### config.mk
export PLATFORM = sky130hd
export DESIGN_NAME = mdrv_fault_sup
export DESIGN_NICKNAME = d
export VERILOG_FILES = /design/src/rtl/mfs_pkg.sv /design/src/rtl/mfs_sticky_reg.sv /design/src/rtl/mfs_rect_ctrl.sv /design/src/rtl/mdrv_fault_sup.sv
export SDC_FILE = /design/constraint.sdc
export NUM_CORES = 1
export LEC_CHECK = 0
export ABC_AREA = 0
export BUFFER_PORTS_ARGS = -buffer_cell sky130_fd_sc_hd__buf_2
export CORE_UTILIZATION = 52
export DETAILED_ROUTE_END_ITERATION = 8
export HOLD_SLACK_MARGIN = 0.05
export PLACE_DENSITY = 0.87
export RECOVER_POWER = 100
export SYNTH_ARGS = -nofsm -noshare
export SYNTH_HDL_FRONTEND = slang
export SYNTH_HIERARCHICAL = 1
export SYNTH_SLANG_ARGS = --single-unit
### constraint.sdc
create_clock -name clk -period 2.15 [get_ports clk]
set_input_delay 0.3225 -clock clk [delete_from_list [all_inputs] [get_ports clk]]
set_output_delay 0.3225 -clock clk [all_outputs]
set_load 0.03 [all_outputs]
### src/rtl/mfs_pkg.sv
// Shared definitions for the motor driver fault supervisor.
// Assumes two fault sources; bit positions are read by software.
package mfs_pkg;
    localparam int FLT_W      = 2;
    localparam int FLT_UV_BIT = 0;
    localparam int FLT_OV_BIT = 1;
    localparam logic [FLT_W-1:0] FLT_RST_VAL = 2'b01;
    typedef logic [FLT_W-1:0] flt_vec_t;
endpackage

### src/rtl/mfs_sticky_reg.sv
// Sticky fault register: each bit sets while its condition is present,
// and clears only on a write carrying a 0 in that bit.
// Assumes conditions are synchronous levels; a present condition wins over a clear.
module mfs_sticky_reg #(
    parameter int N = 2,
    parameter logic [N-1:0] RST_VAL = '0
) (
    input  logic         clk,
    input  logic         rst_n,
    input  logic [N-1:0] cond,
    input  logic         wr_en,
    input  logic [N-1:0] wr_data,
    output logic [N-1:0] flt_q
);
    generate
        for (genvar i = 0; i < N; i++) begin : g_bit
            logic clr;
            // clear request: a write carrying a zero in this bit
            always_comb clr = wr_en && !wr_data[i];

            // bit register: set by condition, cleared by zero-write
            always_ff @(posedge clk) begin
                if (!rst_n) flt_q[i] <= RST_VAL[i];
                else        flt_q[i] <= (flt_q[i] && !clr) || cond[i];
            end

            assert_hold_R5: assert property (@(posedge clk) disable iff (!rst_n)
                flt_q[i] && !(wr_en && !wr_data[i]) |=> flt_q[i]);
            assert_set_on_cond_R4: assert property (@(posedge clk) disable iff (!rst_n)
                cond[i] |=> flt_q[i]);
            assert_clear_R5: assert property (@(posedge clk) disable iff (!rst_n)
                wr_en && !wr_data[i] && !cond[i] |=> !flt_q[i]);
        end
    endgenerate
endmodule

### src/rtl/mfs_rect_ctrl.sv
// Rectification controller: forces asynchronous mode during overvoltage
// and for DELAY_CYC clock edges after it clears, then follows software.
// Assumes ov is a synchronous level; a new event during the hold reloads it.
module mfs_rect_ctrl #(
    parameter int DELAY_CYC = 60
) (
    input  logic clk,
    input  logic rst_n,
    input  logic ov,
    input  logic sync_cfg,
    output logic sync_on
);
    localparam int CW = $clog2(DELAY_CYC + 1);
    localparam logic [CW-1:0] LOAD = CW'(DELAY_CYC);

    logic [CW-1:0] hold_cnt;
    logic          busy;

    // hold counter: reload on overvoltage, count down after it clears
    always_ff @(posedge clk) begin
        if (!rst_n)              hold_cnt <= '0;
        else if (ov)             hold_cnt <= LOAD;
        else if (hold_cnt != 0)  hold_cnt <= hold_cnt - 1'b1;
    end

    // hold active whenever the counter has time left
    always_comb busy = (hold_cnt != 0);

    // effective mode: synchronous only when allowed and configured
    always_comb sync_on = sync_cfg && !ov && !busy;

    assert_async_on_ov_R8: assert property (@(posedge clk) disable iff (!rst_n)
        ov |-> !sync_on);
    assert_hold_after_ov_R9: assert property (@(posedge clk) disable iff (!rst_n)
        ov |=> !sync_on);
    assert_cnt_bound_R9: assert property (@(posedge clk) disable iff (!rst_n)
        hold_cnt <= LOAD);
    assert_reload_R10: assert property (@(posedge clk) disable iff (!rst_n)
        ov |=> hold_cnt == LOAD);
endmodule

### src/rtl/mdrv_fault_sup.sv
// Motor driver fault supervisor top: selects the overvoltage comparator,
// drives the fault pull-down and driver disable, gates standby supplies,
// and holds the sticky fault register and the rectification controller.
// Assumes all comparator levels are already synchronized to clk.
module mdrv_fault_sup #(
    parameter int CLK_HZ   = 250_000_000,
    parameter int DELAY_US = 60
) (
    input  logic       clk,
    input  logic       rst_n,
    input  logic       stby_en,
    input  logic       uv_lvl,
    input  logic       ov_lo_lvl,
    input  logic       ov_hi_lvl,
    input  logic       ovth_sel,
    input  logic       sync_rect_cfg,
    input  logic       clr_wr,
    input  logic [1:0] clr_data,
    output logic       fault_pull_lo,
    output logic       drv_disable,
    output logic       sync_rect_on,
    output logic       vsw_on,
    output logic       vreg_on,
    output logic [1:0] fault_rd
);
    import mfs_pkg::*;

    localparam int DELAY_CYC = (CLK_HZ / 1_000_000) * DELAY_US;

    logic     ov_sel;
    flt_vec_t cond_vec;

    // pick the comparator that matches the selected threshold
    always_comb ov_sel = ovth_sel ? ov_hi_lvl : ov_lo_lvl;

    // gather conditions in register bit order
    always_comb begin
        cond_vec             = '0;
        cond_vec[FLT_UV_BIT] = uv_lvl;
        cond_vec[FLT_OV_BIT] = ov_sel;
    end

    // fault line and driver disable follow live conditions
    always_comb begin
        fault_pull_lo = uv_lvl || ov_sel;
        drv_disable   = uv_lvl;
    end

    // standby gating of switch and regulator
    always_comb begin
        vsw_on  = stby_en;
        vreg_on = stby_en;
    end

    mfs_sticky_reg #(.N(FLT_W), .RST_VAL(FLT_RST_VAL)) u_flt (
        .clk     (clk),
        .rst_n   (rst_n),
        .cond    (cond_vec),
        .wr_en   (clr_wr),
        .wr_data (clr_data),
        .flt_q   (fault_rd)
    );

    mfs_rect_ctrl #(.DELAY_CYC(DELAY_CYC)) u_rect (
        .clk      (clk),
        .rst_n    (rst_n),
        .ov       (ov_sel),
        .sync_cfg (sync_rect_cfg),
        .sync_on  (sync_rect_on)
    );

    assert_uv_logged_R4: assert property (@(posedge clk) disable iff (!rst_n)
        uv_lvl |=> fault_rd[FLT_UV_BIT]);
    assert_no_release_R1: assert property (@(posedge clk) disable iff (!rst_n)
        (uv_lvl || ov_sel) |-> fault_pull_lo);
    assert_uv_async_R2: assert property (@(posedge clk) disable iff (!rst_n)
        !uv_lvl && !ov_sel |-> !fault_pull_lo && !drv_disable);
endmodule

==> tab_implementation.tex <==
\begin{tabular}{lr}
\hline
Metric & Value \\
\hline
\multicolumn{2}{l}{\textbf{Setup path}} \\
CP Launch Type & register \\
Required time worst endpoint & 1.83 ns \\
Class of the most critical setup path & register to output pin \\
Depth of the worst register-to-register path & 7 \\
Reg2reg end & u\_rect/hold\_cnt[10]\$\_SDFFE\_PP0P\_ \\
Critical Path Fanout Max & 6 \\
Reg-to-reg critical path startpoint & u\_rect/hold\_cnt[0]\$\_SDFFE\_PP0P\_ \\
Worst reg2reg setup slack & 0.25 ns \\
Nature of the critical path endpoint & output pin \\
Arrival time at the worst endpoint & 1.74 ns \\
\multicolumn{2}{l}{\textbf{Synth}} \\
Fraction of registers with async set or reset after synthesis & 0 \\
Most used flip-flop cell after synthesis & sky130\_fd\_sc\_hd\_\_dfxtp\_1 \\
Warnings from Yosys & 6 \\
Post-synthesis sequential area ratio & 0.378 \\
Post-synth net total & 111 \\
Area contributors post-synth & sky130\_fd\_sc\_hd\_\_dfxtp\_1 (38\%), sky130\_fd\_sc\_hd\_\_a21oi\_1 (4.7\%), sky130\_fd\_sc\_hd\_\_or4\_1 (4.4\%), sky130\_fd\_sc\_hd\_\_nor2\_1 (3.1\%), sky130\_fd\_sc\_hd\_\_a31oi\_1 (2.9\%) \\
Dominant cell type by area after synthesis & sky130\_fd\_sc\_hd\_\_dfxtp\_1 \\
Area share of the leading cell type in the synthesized netlist & 0.378 \\
Number of standard cells after synthesis & 98 \\
Top cell types by occurrence after synthesis & sky130\_fd\_sc\_hd\_\_dfxtp\_1 (16), sky130\_fd\_sc\_hd\_\_a21oi\_1 (8), sky130\_fd\_sc\_hd\_\_nor2\_1 (7) \\
Area of the mapped netlist & 848 um\^{}2 \\
Number of register bits inferred by synthesis & 16 \\
Cell with the most instances after synthesis & sky130\_fd\_sc\_hd\_\_dfxtp\_1 \\
Number of synthesized flops with an enable pin & 0 \\
Count of distinct cell types in the synthesized netlist & 34 \\
Post-Synthesis Mean Instance Area & 8.66 um\^{}2 \\
\multicolumn{2}{l}{\textbf{STA}} \\
Sum of negative setup slack & 0 ns \\
Final Hold Vio Count & 0 \\
Final min period & 2.06 ns \\
Worst-margin pin slew & 0.787 ns \\
Setup-violating endpoint count in the final report & 0 \\
Clock Skew & 0.00367 ns \\
Part of the cycle the worst path needs & 0.958 \\
Final-report max-slew violation count & 0 \\
Relative slew margins & 0.471 \\
Min Hold Slack & 0.237 ns \\
Highest clock rate & 0.486 GHz \\
\multicolumn{2}{l}{\textbf{Cells and area}} \\
Number of antenna diodes & 0 \\
Proportion of layout cells with a drive suffix above 1 & 0.211 \\
Area delta synth->final & 12.5\% \\
NumNets Final & 128 \\
Area of combinational cells with multiple inputs & 475 um\^{}2 \\
Sequential cell area in the final layout & 320 um\^{}2 \\
Post-route cell area & 955 um\^{}2 \\
Fill count & 130 \\
\multicolumn{2}{l}{\textbf{Floorplanning}} \\
Die width & 42.4 um \\
Ports & 18 \\
Die Y & 42.4 um \\
Row count & 14 \\
Initial standard-cell utilization of the core & 0.563 \\
Die Footprint & 0.00180 mm\^{}2 \\
Floorplan core area & 0.00151 mm\^{}2 \\
\multicolumn{2}{l}{\textbf{Global route}} \\
All-layer global routing usage & 0.237 \\
Global-route congestion overflow total & 0 \\
Largest net degree at the start of global routing & 10 \\
Vias in the first global route & 769 \\
Initial antenna violation count & 0 \\
Global-route wire length before repair & 3280 um \\
\multicolumn{2}{l}{\textbf{Clocking}} \\
TritonCTS clock tree & done \\
Worst-path clk slew & 0.09 ns \\
Clock Latency Late Sink & 0.28 ns \\
TritonCTS buffer count & 3 \\
Number of H-tree branching levels & 1 \\
Buffer levels on the longest clock path & 2 \\
Clock tree sinks & 16 \\
Root cell of the clock tree & sky130\_fd\_sc\_hd\_\_clkbuf\_4 \\
\multicolumn{2}{l}{\textbf{Route}} \\
DR vias/cell & 6.38 \\
Remaining DRCs & 0 \\
Total Routed Length & 1910 um \\
Routed wire per std cell & 14.7 um \\
Count of antenna-violating nets left after detailed routing & 0 \\
DR pass1 iterations & 5 \\
Via count & 830 \\
Iteration-0 DRC Markers & 48 \\
\multicolumn{2}{l}{\textbf{Placement}} \\
Placer congestion estimate & 0.863 \\
Standard cell area after detailed placement & 920 um\^{}2 \\
Port buffer count & 14 \\
HPWL after detailed placement & 1300 um \\
\multicolumn{2}{l}{\textbf{Job}} \\
Max cap viols & 0 \\
\multicolumn{2}{l}{\textbf{Pwr}} \\
Power density over cell area & 777 mW/mm\^{}2 \\
Largest vdd supply drop & 476 uV \\
Static leakage power & 0.397 nW \\
Overall power after layout & 0.741 mW \\
\multicolumn{2}{l}{\textbf{Worst hold path}} \\
Start point of the worst hold path & uv\_lvl \\
End point of the worst hold path & u\_flt/flt\_q[0]\$\_SDFF\_PN1\_ \\
Min-Delay Path Class & input port to register \\
Number of cells on the worst hold path & 2 \\
\multicolumn{2}{l}{\textbf{Outcome}} \\
Result of the run & finished, final reports clean \\
\hline
\end{tabular}
final cells by class:
class                           count  share of cell area
Tap cell                           16              0.0210
Sequential cell                    16               0.336
Inverter                            6              0.0236
Multi-Input combinational cell     72               0.498
Timing Repair Buffer               16              0.0839
Clock buffer                        4              0.0380
how the worst max path moves through the flow:
stage	startpoint	to	slack, ns	depth (start not counted)
final	u_rect/hold_cnt[0]$_SDFFE_PP0P_	sync_rect_on	0.09	6
after global routing	u_rect/hold_cnt[1]$_SDFFE_PP0P_	sync_rect_on	-0.05	6
after CTS	u_rect/hold_cnt[0]$_SDFFE_PP0P_	sync_rect_on	0.01	6
after detailed placement	u_rect/hold_cnt[0]$_SDFFE_PP0P_	u_rect/hold_cnt[10]$_SDFFE_PP0P_	0.27	7
after global placement	u_rect/hold_cnt[0]$_SDFFE_PP0P_	u_rect/hold_cnt[10]$_SDFFE_PP0P_	0.32	7
after floorplan	u_rect/hold_cnt[0]$_SDFFE_PP0P_	sync_rect_on	0.19	6
layout by cell type, fill, tap and decap left out, drive strengths merged, types with 4 or more instances in the layout:
| cell | netlist | routed |
|---|---|---|
| dfxtp | 16 | 16 |
| buf | 4 | 12 |
| a21oi | 8 | 8 |
| clkbuf | 0 | 8 |
| nor2 | 7 | 7 |
| inv | 6 | 6 |
| o21ai | 5 | 5 |
| nand2 | 5 | 5 |
| or4 | 5 | 5 |
| nand3 | 4 | 4 |
| a31oi | 4 | 4 |
sequential cells by signal (all words and copies together) (netlist names):
name	flops
u_flt/flt_q	2
u_rect/hold_cnt	14
cells by family after synthesis:
kind of cell | share of synthesized area
buf+inv | 0.0664
simple gates | 0.307
compound gates | 0.180
fa+ha+maj | 0.0295
mux | 0.0295
xor+xnor | 0.0103
flops | 0.378
layer usage:
metal | part of all wire | up-vias | GRT usage
met5 | 0 | - | 0
met3 | 0.081 | 4 | 0.0603
met4 | 0.012 | 0 | 0.131
met1 | 0.43 | 377 | 0.282
met2 | 0.48 | 48 | 0.385
li1 | - | 401 | -
stage by stage:
| stage | std cells | setup WS, ns | utilization |
|---|---|---|---|
| after floorplan | 98 | 0.191 | - |
| after global placement | 126 | 0.316 | 0.610 |
| after detailed placement | 126 | 0.275 | 0.610 |
| after CTS | 130 | 0.0120 | 0.635 |
| after global routing | 130 | -0.0491 | 0.634 |
| final | 130 | 0.0908 | 0.634 |
worst max-delay path, stage by stage (launching register included):
cell and delay [ns]:
sky130_fd_sc_hd__dfxtp_1 0.34, sky130_fd_sc_hd__inv_2 0.09, sky130_fd_sc_hd__ha_1 0.15, sky130_fd_sc_hd__nor3b_2 0.22, sky130_fd_sc_hd__and4_4 0.29, sky130_fd_sc_hd__and3_2 0.17
sky130_fd_sc_hd__buf_2 0.18
where the power goes:
part / total, mW / leakage, nW / internal (mW) / switching (mW)
combinational: 0.191 / 0.243 / 0.0786 / 0.112
sequential: 0.355 / 0.133 / 0.324 / 0.0319
clock: 0.195 / 0.0210 / 0.103 / 0.0924
total: 0.741 / 0.397 / 0.505 / 0.236
timing repair:
item,in CTS,in global routing
hold buffers,0,0
buffers inserted,0,0
cloned,0,0
endpoints found under the setup margin,1,1
resized for setup,1,4
Note: power is estimated with default switching activity, not from simulation.
